## config.mk

```make
export PLATFORM = sky130hd
export DESIGN_NAME = vlink_bist_top
export DESIGN_NICKNAME = d
export VERILOG_FILES = /design/src/rtl/lbt_pkg.sv /design/src/rtl/lbt_lfsr_word.sv /design/src/rtl/lbt_gen.sv /design/src/rtl/lbt_chk.sv /design/src/rtl/lbt_ctl.sv /design/src/rtl/vlink_bist_top.sv
export SDC_FILE = /design/constraint.sdc
export NUM_CORES = 1
export LEC_CHECK = 0
export ABC_AREA = 1
export BUFFER_PORTS_ARGS = -buffer_cell sky130_fd_sc_hd__buf_2
export CAP_MARGIN = 20
export CORE_UTILIZATION = 61
export DETAILED_ROUTE_END_ITERATION = 7
export HOLD_SLACK_MARGIN = 0.08
export PLACE_DENSITY = 0.84
export SYNTH_ARGS = -nofsm -noshare
export SYNTH_HDL_FRONTEND = slang
export SYNTH_SLANG_ARGS = --single-unit
```

## constraint.sdc

```tcl
create_clock -name clk -period 4.9 [get_ports clk]
set_input_delay 0.98 -clock clk [delete_from_list [all_inputs] [get_ports clk]]
set_output_delay 0.98 -clock clk [all_outputs]
set_load 0.02 [all_outputs]
```

## src/rtl/lbt_pkg.sv

```systemverilog
package lbt_pkg;
   typedef enum logic [1:0] {
      PH_IDLE = 2'd0,
      PH_SEED = 2'd1,
      PH_RUN  = 2'd2,
      PH_DONE = 2'd3
   } lbt_phase_e;
endpackage

```

## src/rtl/lbt_lfsr_word.sv

```systemverilog
// Produces the next WORD_W bits of a Fibonacci LFSR, earliest bit in the MSB.
module lbt_lfsr_word #(
   parameter int WORD_W = 24,
   parameter int TAP_HI = 15,
   parameter int TAP_LO = 14
) (
   input  logic [TAP_HI-1:0] state,
   output logic [WORD_W-1:0] word
);
   localparam int LFSR_W = TAP_HI;

   logic [LFSR_W-1:0] walk;
   logic              fb;

   always_comb begin
      walk = state;
      fb   = 1'b0;
      word = '0;
      for (int i = 0; i < WORD_W; i++) begin
         fb                 = walk[TAP_HI-1] ^ walk[TAP_LO-1];
         word[WORD_W-1-i]   = fb;
         walk               = {walk[LFSR_W-2:0], fb};
      end
   end
endmodule

```

## src/rtl/lbt_gen.sv

```systemverilog
module lbt_gen #(
   parameter int                WORD_W = 24,
   parameter int                TAP_HI = 15,
   parameter int                TAP_LO = 14,
   parameter logic [TAP_HI-1:0] SEED   = '1
) (
   input  logic              clk,
   input  logic              rst_n,
   input  logic              start,
   input  logic              active,
   input  logic              tx_ready,
   output logic              tx_valid,
   output logic [WORD_W-1:0] tx_word
);
   localparam int LFSR_W = TAP_HI;

   logic [LFSR_W-1:0] gen_state;

   lbt_lfsr_word #(.WORD_W(WORD_W), .TAP_HI(TAP_HI), .TAP_LO(TAP_LO)) u_word (
      .state (gen_state),
      .word  (tx_word)
   );

   assign tx_valid = active;

   always_ff @(posedge clk) begin
      if (!rst_n)                  gen_state <= SEED;
      else if (start)              gen_state <= SEED;
      else if (active && tx_ready) gen_state <= tx_word[LFSR_W-1:0];
   end

   a_r1_hold_word: assert property (@(posedge clk) disable iff (!rst_n)
      (tx_valid && !tx_ready && !start) |=> $stable(tx_word));
endmodule

```

## src/rtl/lbt_chk.sv

```systemverilog
module lbt_chk #(
   parameter int WORD_W = 24,
   parameter int TAP_HI = 15,
   parameter int TAP_LO = 14
) (
   input  logic                    clk,
   input  logic                    rst_n,
   input  lbt_pkg::lbt_phase_e     phase,
   input  logic                    rx_valid,
   input  logic [WORD_W-1:0]       rx_word,
   output logic                    word_cmp,
   output logic                    word_err
);
   import lbt_pkg::*;
   localparam int LFSR_W = TAP_HI;

   logic [LFSR_W-1:0] chk_state;
   logic [WORD_W-1:0] exp_word;

   lbt_lfsr_word #(.WORD_W(WORD_W), .TAP_HI(TAP_HI), .TAP_LO(TAP_LO)) u_word (
      .state (chk_state),
      .word  (exp_word)
   );

   assign word_cmp = rx_valid && (phase == PH_RUN);
   assign word_err = word_cmp && (rx_word != exp_word);

   always_ff @(posedge clk) begin
      if (!rst_n)
         chk_state <= '0;
      else if (rx_valid && phase == PH_SEED)
         chk_state <= rx_word[LFSR_W-1:0];
      else if (word_cmp)
         chk_state <= exp_word[LFSR_W-1:0];
   end
endmodule

```

## src/rtl/lbt_ctl.sv

```systemverilog
module lbt_ctl #(
   parameter int DUR_W   = 32,
   parameter int ERR_W   = 16,
   parameter bit SAT_ERR = 1'b1
) (
   input  logic                clk,
   input  logic                rst_n,
   input  logic                start,
   input  logic [DUR_W-1:0]    dur_words,
   input  logic                rx_valid,
   input  logic                word_cmp,
   input  logic                word_err,
   output lbt_pkg::lbt_phase_e phase,
   output logic                pass,
   output logic                done,
   output logic [ERR_W-1:0]    err_cnt
);
   import lbt_pkg::*;
   localparam logic [ERR_W-1:0] ERR_MAX = {ERR_W{1'b1}};

   logic [DUR_W-1:0] remain;
   logic             err_any;
   logic             last;
   logic [ERR_W-1:0] err_inc;

   assign last = (remain == DUR_W'(1));
   assign done = (phase == PH_DONE);

   generate
      if (SAT_ERR) begin : g_sat
         assign err_inc = (err_cnt == ERR_MAX) ? err_cnt : err_cnt + 1'b1;
         a_r7_saturate: assert property (@(posedge clk) disable iff (!rst_n)
            (err_cnt == ERR_MAX && !start) |=> (err_cnt == ERR_MAX));
      end else begin : g_wrap
         assign err_inc = err_cnt + 1'b1;
      end
   endgenerate

   always_ff @(posedge clk) begin
      if (!rst_n) begin
         phase   <= PH_IDLE;
         remain  <= '0;
         err_cnt <= '0;
         err_any <= 1'b0;
         pass    <= 1'b0;
      end else if (start) begin
         remain  <= dur_words;
         err_cnt <= '0;
         err_any <= 1'b0;
         pass    <= 1'b1;
         phase   <= (dur_words == '0) ? PH_DONE : PH_SEED;
      end else begin
         case (phase)
            PH_SEED: if (rx_valid) phase <= PH_RUN;
            PH_RUN: if (word_cmp) begin
               remain <= remain - 1'b1;
               if (word_err) begin
                  err_cnt <= err_inc;
                  err_any <= 1'b1;
               end
               if (last) begin
                  phase <= PH_DONE;
                  pass  <= !(err_any || word_err);
               end else if (word_err) begin
                  pass <= ~pass;
               end
            end
            default: ;
         endcase
      end
   end

   a_r4_toggle: assert property (@(posedge clk) disable iff (!rst_n)
      (phase == PH_RUN && word_err && !last && !start) |=> (pass != $past(pass)));
   a_r6_fail_verdict: assert property (@(posedge clk) disable iff (!rst_n)
      (done && err_cnt != '0) |-> !pass);
   a_r8_clear: assert property (@(posedge clk) disable iff (!rst_n)
      start |=> (err_cnt == '0 && pass));
   a_r9_frozen: assert property (@(posedge clk) disable iff (!rst_n)
      (done && !start) |=> (done && $stable(err_cnt) && $stable(pass)));
endmodule

```

## src/rtl/vlink_bist_top.sv

```systemverilog
module vlink_bist_top #(
   parameter int                WORD_W  = 24,
   parameter int                TAP_HI  = 15,
   parameter int                TAP_LO  = 14,
   parameter logic [TAP_HI-1:0] SEED    = '1,
   parameter int                DUR_W   = 32,
   parameter int                ERR_W   = 16,
   parameter bit                SAT_ERR = 1'b1
) (
   input  logic              clk,
   input  logic              rst_n,
   input  logic              start,
   input  logic [DUR_W-1:0]  dur_words,
   input  logic              tx_ready,
   output logic              tx_valid,
   output logic [WORD_W-1:0] tx_word,
   input  logic              rx_valid,
   input  logic [WORD_W-1:0] rx_word,
   output logic              pass,
   output logic              done,
   output logic [ERR_W-1:0]  err_cnt
);
   import lbt_pkg::*;

   initial begin
      assert (TAP_LO > 0 && TAP_LO < TAP_HI) else $fatal(1, "tap order");
      assert (WORD_W >= TAP_HI) else $fatal(1, "word narrower than LFSR");
      assert (SEED != '0) else $fatal(1, "zero seed locks the LFSR");
      assert (ERR_W >= 1 && DUR_W >= 1) else $fatal(1, "counter width");
   end

   lbt_phase_e phase;
   logic       word_cmp;
   logic       word_err;
   logic       active;

   assign active = (phase == PH_SEED) || (phase == PH_RUN);

   lbt_gen #(.WORD_W(WORD_W), .TAP_HI(TAP_HI), .TAP_LO(TAP_LO), .SEED(SEED)) u_gen (
      .clk      (clk),
      .rst_n    (rst_n),
      .start    (start),
      .active   (active),
      .tx_ready (tx_ready),
      .tx_valid (tx_valid),
      .tx_word  (tx_word)
   );

   lbt_chk #(.WORD_W(WORD_W), .TAP_HI(TAP_HI), .TAP_LO(TAP_LO)) u_chk (
      .clk      (clk),
      .rst_n    (rst_n),
      .phase    (phase),
      .rx_valid (rx_valid),
      .rx_word  (rx_word),
      .word_cmp (word_cmp),
      .word_err (word_err)
   );

   lbt_ctl #(.DUR_W(DUR_W), .ERR_W(ERR_W), .SAT_ERR(SAT_ERR)) u_ctl (
      .clk       (clk),
      .rst_n     (rst_n),
      .start     (start),
      .dur_words (dur_words),
      .rx_valid  (rx_valid),
      .word_cmp  (word_cmp),
      .word_err  (word_err),
      .phase     (phase),
      .pass      (pass),
      .done      (done),
      .err_cnt   (err_cnt)
   );

   a_r11_valid_vs_done: assert property (@(posedge clk) disable iff (!rst_n)
      done |-> !tx_valid);
endmodule

```

# Yosys cells after proc, flatten, opt, wreduce, memory -nomap -nowiden

Cells that the tools add are included.

$add $sub $neg: 2
Eq/ne operators: 9
Mux-type cells: 16
Bitwise gates (word level): 51
Reductions and logical operators: 19

Operators with widths:

| kind                    | number |
|---|---|
| $mux W32                | 3 |
| $xor A1 B1 Y1           | 48 |
| $eq A32 B1 Y1 const B   | 1 |
| $logic_not A32 Y1       | 1 |
| $sub A32 B1 Y32 const B | 1 |
| $mux W15                | 2 |
| $ne A24 B24 Y1          | 1 |
| $add A16 B1 Y16 const B | 1 |
| $eq A16 B16 Y1 const B  | 1 |
| $mux W2                 | 5 |
| $reduce_and A4 Y1       | 2 |
| $ne A3 B2 Y1 const B    | 2 |
| $reduce_and A3 Y1       | 2 |
| $reduce_bool A2 Y1      | 3 |
| $reduce_bool A3 Y1      | 2 |
| $mux W1                 | 5 |
| $eq A2 B2 Y1 const B    | 2 |
| $logic_and A1 B1 Y1     | 4 |
| $pmux W2 S2             | 1 |
| $ne A3 B3 Y1 const B    | 1 |
| $not A1 Y1              | 3 |
| $eq A2 B1 Y1 const B    | 1 |
| $logic_or A1 B1 Y1      | 2 |
| $reduce_and A2 Y1       | 1 |
| 2 further kinds         | 2 |

Register bits after elaboration: 82
Bits of input ports: 61
Output and inout port bits: 43
Word-level logic and storage cells: 104

# Logic depth before layout (Yosys ltp)

Depth after elaboration: 10
Depth in mapped cells: 16
Mapped depth without buffers: 16

# Hierarchy

Synthesis repeated with hierarchy kept, for this count alone.

Cells, all modules: 1105
Area, all modules: 6264.8 um2

By module, submodules not included:

| module         | instances | cells an instance | area an instance (um2) | sequential area each (um2) |
|---|---|---|---|---|
| lbt_ctl        | 1         | 624               | 3696.0                 | 1041.0 |
| lbt_chk        | 1         | 224               | 1179.9                 | 300.3 |
| lbt_lfsr_word  | 2         | 91                | 390.4                  | 0.0 |
| lbt_gen        | 1         | 70                | 589.3                  | 300.3 |
| vlink_bist_top | 1         | 5                 | 18.8                   | 0.0 |

# Least setup slack after synthesis

No wires, ideal clock.

Path type: reg2out
From: register u_gen.gen_state[7]
To: output tx_word[3]
Arrival time: 1338 ps
Data required time: 3920 ps
Path slack: 2582 ps
Cell stages (with the launch flop): 3
Buffers on the path: 0
Path through: dfxtp_1 > xor2_1 > xor2_1

Cells in the longest elaborated chain, start to end: 2

RTL lines:

| item                   | RTL line             | source |
|---|---|---|
| from (decl)            | lbt_gen.sv:17        | `logic [LFSR_W-1:0] gen_state;` |
| from (signal assigned) | lbt_gen.sv:29        | `else if (active && tx_ready) gen_state <= tx_word[LFSR_W-1:0];` |
| $xor A1 B1 Y1          | lbt_lfsr_word.sv:20  | `fb = walk[TAP_HI-1] ^ walk[TAP_LO-1];` |
| named net tx_word[17]  | vlink_bist_top.sv:16 | `output logic [WORD_W-1:0] tx_word,` |
| $xor A1 B1 Y1          | lbt_lfsr_word.sv:20  |  |
| to (decl)              | vlink_bist_top.sv:16 |  |

The timed path passes the listed nets, and every way through them passes these cells.

# Worst setup path in the final report

From: register u_gen.gen_state[11]
To: output tx_word[5]

Cells in the longest elaborated chain, start to end: 2

RTL lines:

| item                       | RTL line |
|---|---|
| $xor A1 B1 Y1 (2 in a row) | lbt_lfsr_word.sv:20 |

No other way between the ends.

==> metrics.cfg <==
[cells_and_area]
diodes = 0
drive_gt1_share_pct = 16.98
fillerInstances = 789
syn_to_final_growth_pct = 14.50
finalNonFillerCells = 1103
layout.nets = 1058

[yosys]
yosys.cell_types.count = 38
synth_flop_cell = dfxtp_1
synth-seq-cells = 82
yosysTopAreaCellShare_pct = 29.23
synth_common_cells = nand2_1, dfxtp_1, inv_1
synth_edf_count = 0
syn-cell-area_sq_um = 5617
avgSynthCellArea_sq_um = 6.234
async_reset_ff_share_pct = 0
syn-num-nets = 968
yosysTopAreaCell = dfxtp_1
ys_seq_area_share_pct = 29.23
yosysMostFrequentCell = nand2_1
netlist_instances = 901
yosysWarnings = 0
netlist_top_cells_area = dfxtp_1, nand2_1, xor2_1, inv_1, nor2_1

[outcome]
status = finished, violations left
violations = design-rule violations

[pwr]
max-vdd-ir-drop_mv = 0.1918
powerDensity_nw_per_um2 = 259.6
power_leakage_nw = 3.005

[cts]
htree_levels = 3
postCtsSetupBuffers = 0
cts.sinks = 82
cts_tree = yes
clk_pin_slew_ps = 90
ctsHoldBuffers = 0
cts_made_buffers = 9
clock-root-buffer = clkbuf_8
clk_path_buf_depth = 2
worst_skew_pair.late_latency_ps = 380
ctsResizeCount = 0

[floorplan]
die_area_sq_um = 9595
die_x_microns = 97.96
die_h_microns = 97.96
rows = 34
fp.coreArea_sq_um = 8806
ios = 104
start_util_pct = 63.78

[drt]
ant_nets = 0
wl_met3_microns = 854
wire_per_inst_microns = 13.32
wl_mm = 14.69
wl_met1_mm = 6.583
num_vias = 5994
drt_iter0_markers = 395
met2WireLength_mm = 7.009
drc = 5
first_pass_iters = 8
routed.top_layer = met4
avgViaCountPerCell = 5.434

[critical_path]
endpoint_kind = primary output
cp.required_ps = 3920
crit_type = flop to primary output
cp_top_family = XOR/XNOR gates
cp_slowest_stage_delay_ps = 440
slowest_stage = dfxtp_1
critPathMaxFanout = 4
start_kind = flop
path_cells = xor2_1, xor2_1, buf_2
crit_top_cell = xor2_1
cp_num_buf_inv = 1
critPathArrivalTime_ps = 1630

[sta]
fin_tns_setup_ps = 0
tightest_slew_ps = 993.6
rsz0062_at_grt = no
drv_slew = 0
finalSetupViolCount = 0
hold_viol_final = 0
fin_skew_ps = 22.25
maxSlewHeadroom_pct = 33.51
finalCritPeriodShare_pct = 53.21
fmax_mhz = 383.5
layout_min_cycle_time_ps = 2607

[global_route]
grt_pass1_vias = 5466
grt-ovfl-total = 0
gr-usage-all-layers_pct = 31.84
grt_max_degree = 46
antenna_found_initial = 0
grt_pass1_wl_mm = 25.14

[placed_design]
place_inst = 1086
port_buffers = 103
gp_congestion = 0.9004
hpwl_mm = 10.67

[min_path]
worstHoldPathType = flop to flop

[job]
maxCapViolCount = 0

-- cell type report --
cell class,count,area [sq um],area share (%)
inverter,86,322.8,5.019
clock inverter,6,116.4,1.809
tap,108,135.1,2.101
multi-input combinational,705,3526,54.82
clock buffer,9,123.9,1.926
timing repair buffer,107,565.5,8.794
sequential,82,1642,25.53
-- placed cells by master, fill, tap and decap left out, drive strengths merged, types with 3 or more instances in the layout --
master,instances
clkinv,3
nand3,54
inv,86
nor4,11
xor2,53
ha,6
nand2,357
nand4,22
bufinv,3
buf,107
dfxtp,82
a21oi,39
xnor2,9
nor3,11
a31oi,39
nor2,80
nand3b,5
clkbuf,9
o21ai,6
-- power by group --
group          internal, mW  total, mW  switching [mW]
clock network         0.339      0.607           0.268
logic                 0.120      0.338           0.218
registers             0.692      0.725          0.0325
-- logic make-up (layout without fill, tap and decap cells) --
family / after synthesis / count (layout) / synth area share (%)
fa+ha+maj: 6 / 6 / 1.337
compound gates: 94 / 94 / 10.45
simple gates: 543 / 543 / 41.32
flops: 82 / 82 / 29.23
buf+inv: 114 / 208 / 7.997
xor+xnor: 62 / 62 / 9.668
-- final timing paths --
| check | startpoint | end | slack, ps | cells after the start |
|---|---|---|---|---|
| setup reg to reg | u_ctl.phase[0]$_SDFFE_PN0P_ | u_chk.chk_state[14]$_SDFFE_PN0P_ | 2420 | 9 |
| hold reg to reg | u_ctl.err_any$_SDFFE_PP0P_ | u_ctl.err_any$_SDFFE_PP0P_ | 460 | 2 |
| hold / removal | u_ctl.err_any$_SDFFE_PP0P_ | u_ctl.err_any$_SDFFE_PP0P_ | 460 | 2 |
| setup / recovery | u_gen.gen_state[11]$_SDFFE_PP1P_ | tx_word[5] | 2290 | 3 |
-- metrics by stage --
step / utilization (%) / setup slack, ps / hold slack, ps / power (mW) / cell area (sq um)
6_report: 73.03 / 2293 / 463.8 / 1.670 / 6431
3_5_place_dp: 69.91 / 1892 / 448.4 / 1.068 / 6156
5_1_grt: 73.03 / 2170 / 489.9 / 1.743 / 6431
3_3_place_gp: 69.91 / 1967 / 446.1 / 1.064 / 6156
4_1_cts: 72.63 / 2270 / 461.5 / 1.658 / 6396
2_1_floorplan: - / 2582 / 435.9 / 0.9698 / 5617
-- state kept, by name (all words and copies together), names as in the netlist --
register         cells
u_ctl.remain        32
u_ctl.phase          2
u_ctl.err_cnt       16
u_ctl.pass           1
u_chk.chk_state     15
u_ctl.err_any        1
u_gen.gen_state     15
-- worst min-delay path, stage by stage (launching register included) --
cell     delay (ps)
dfxtp_1         310
inv_1            60
a21oi_1          60
-- layer usage --
metal  GRT usage, %  vias up
li1               -     3080
met1          41.95     2705
met2          53.47      186
met3          4.868       23
met4          10.02        0
met5              0        -
Power figures use the tool's default switching activity.
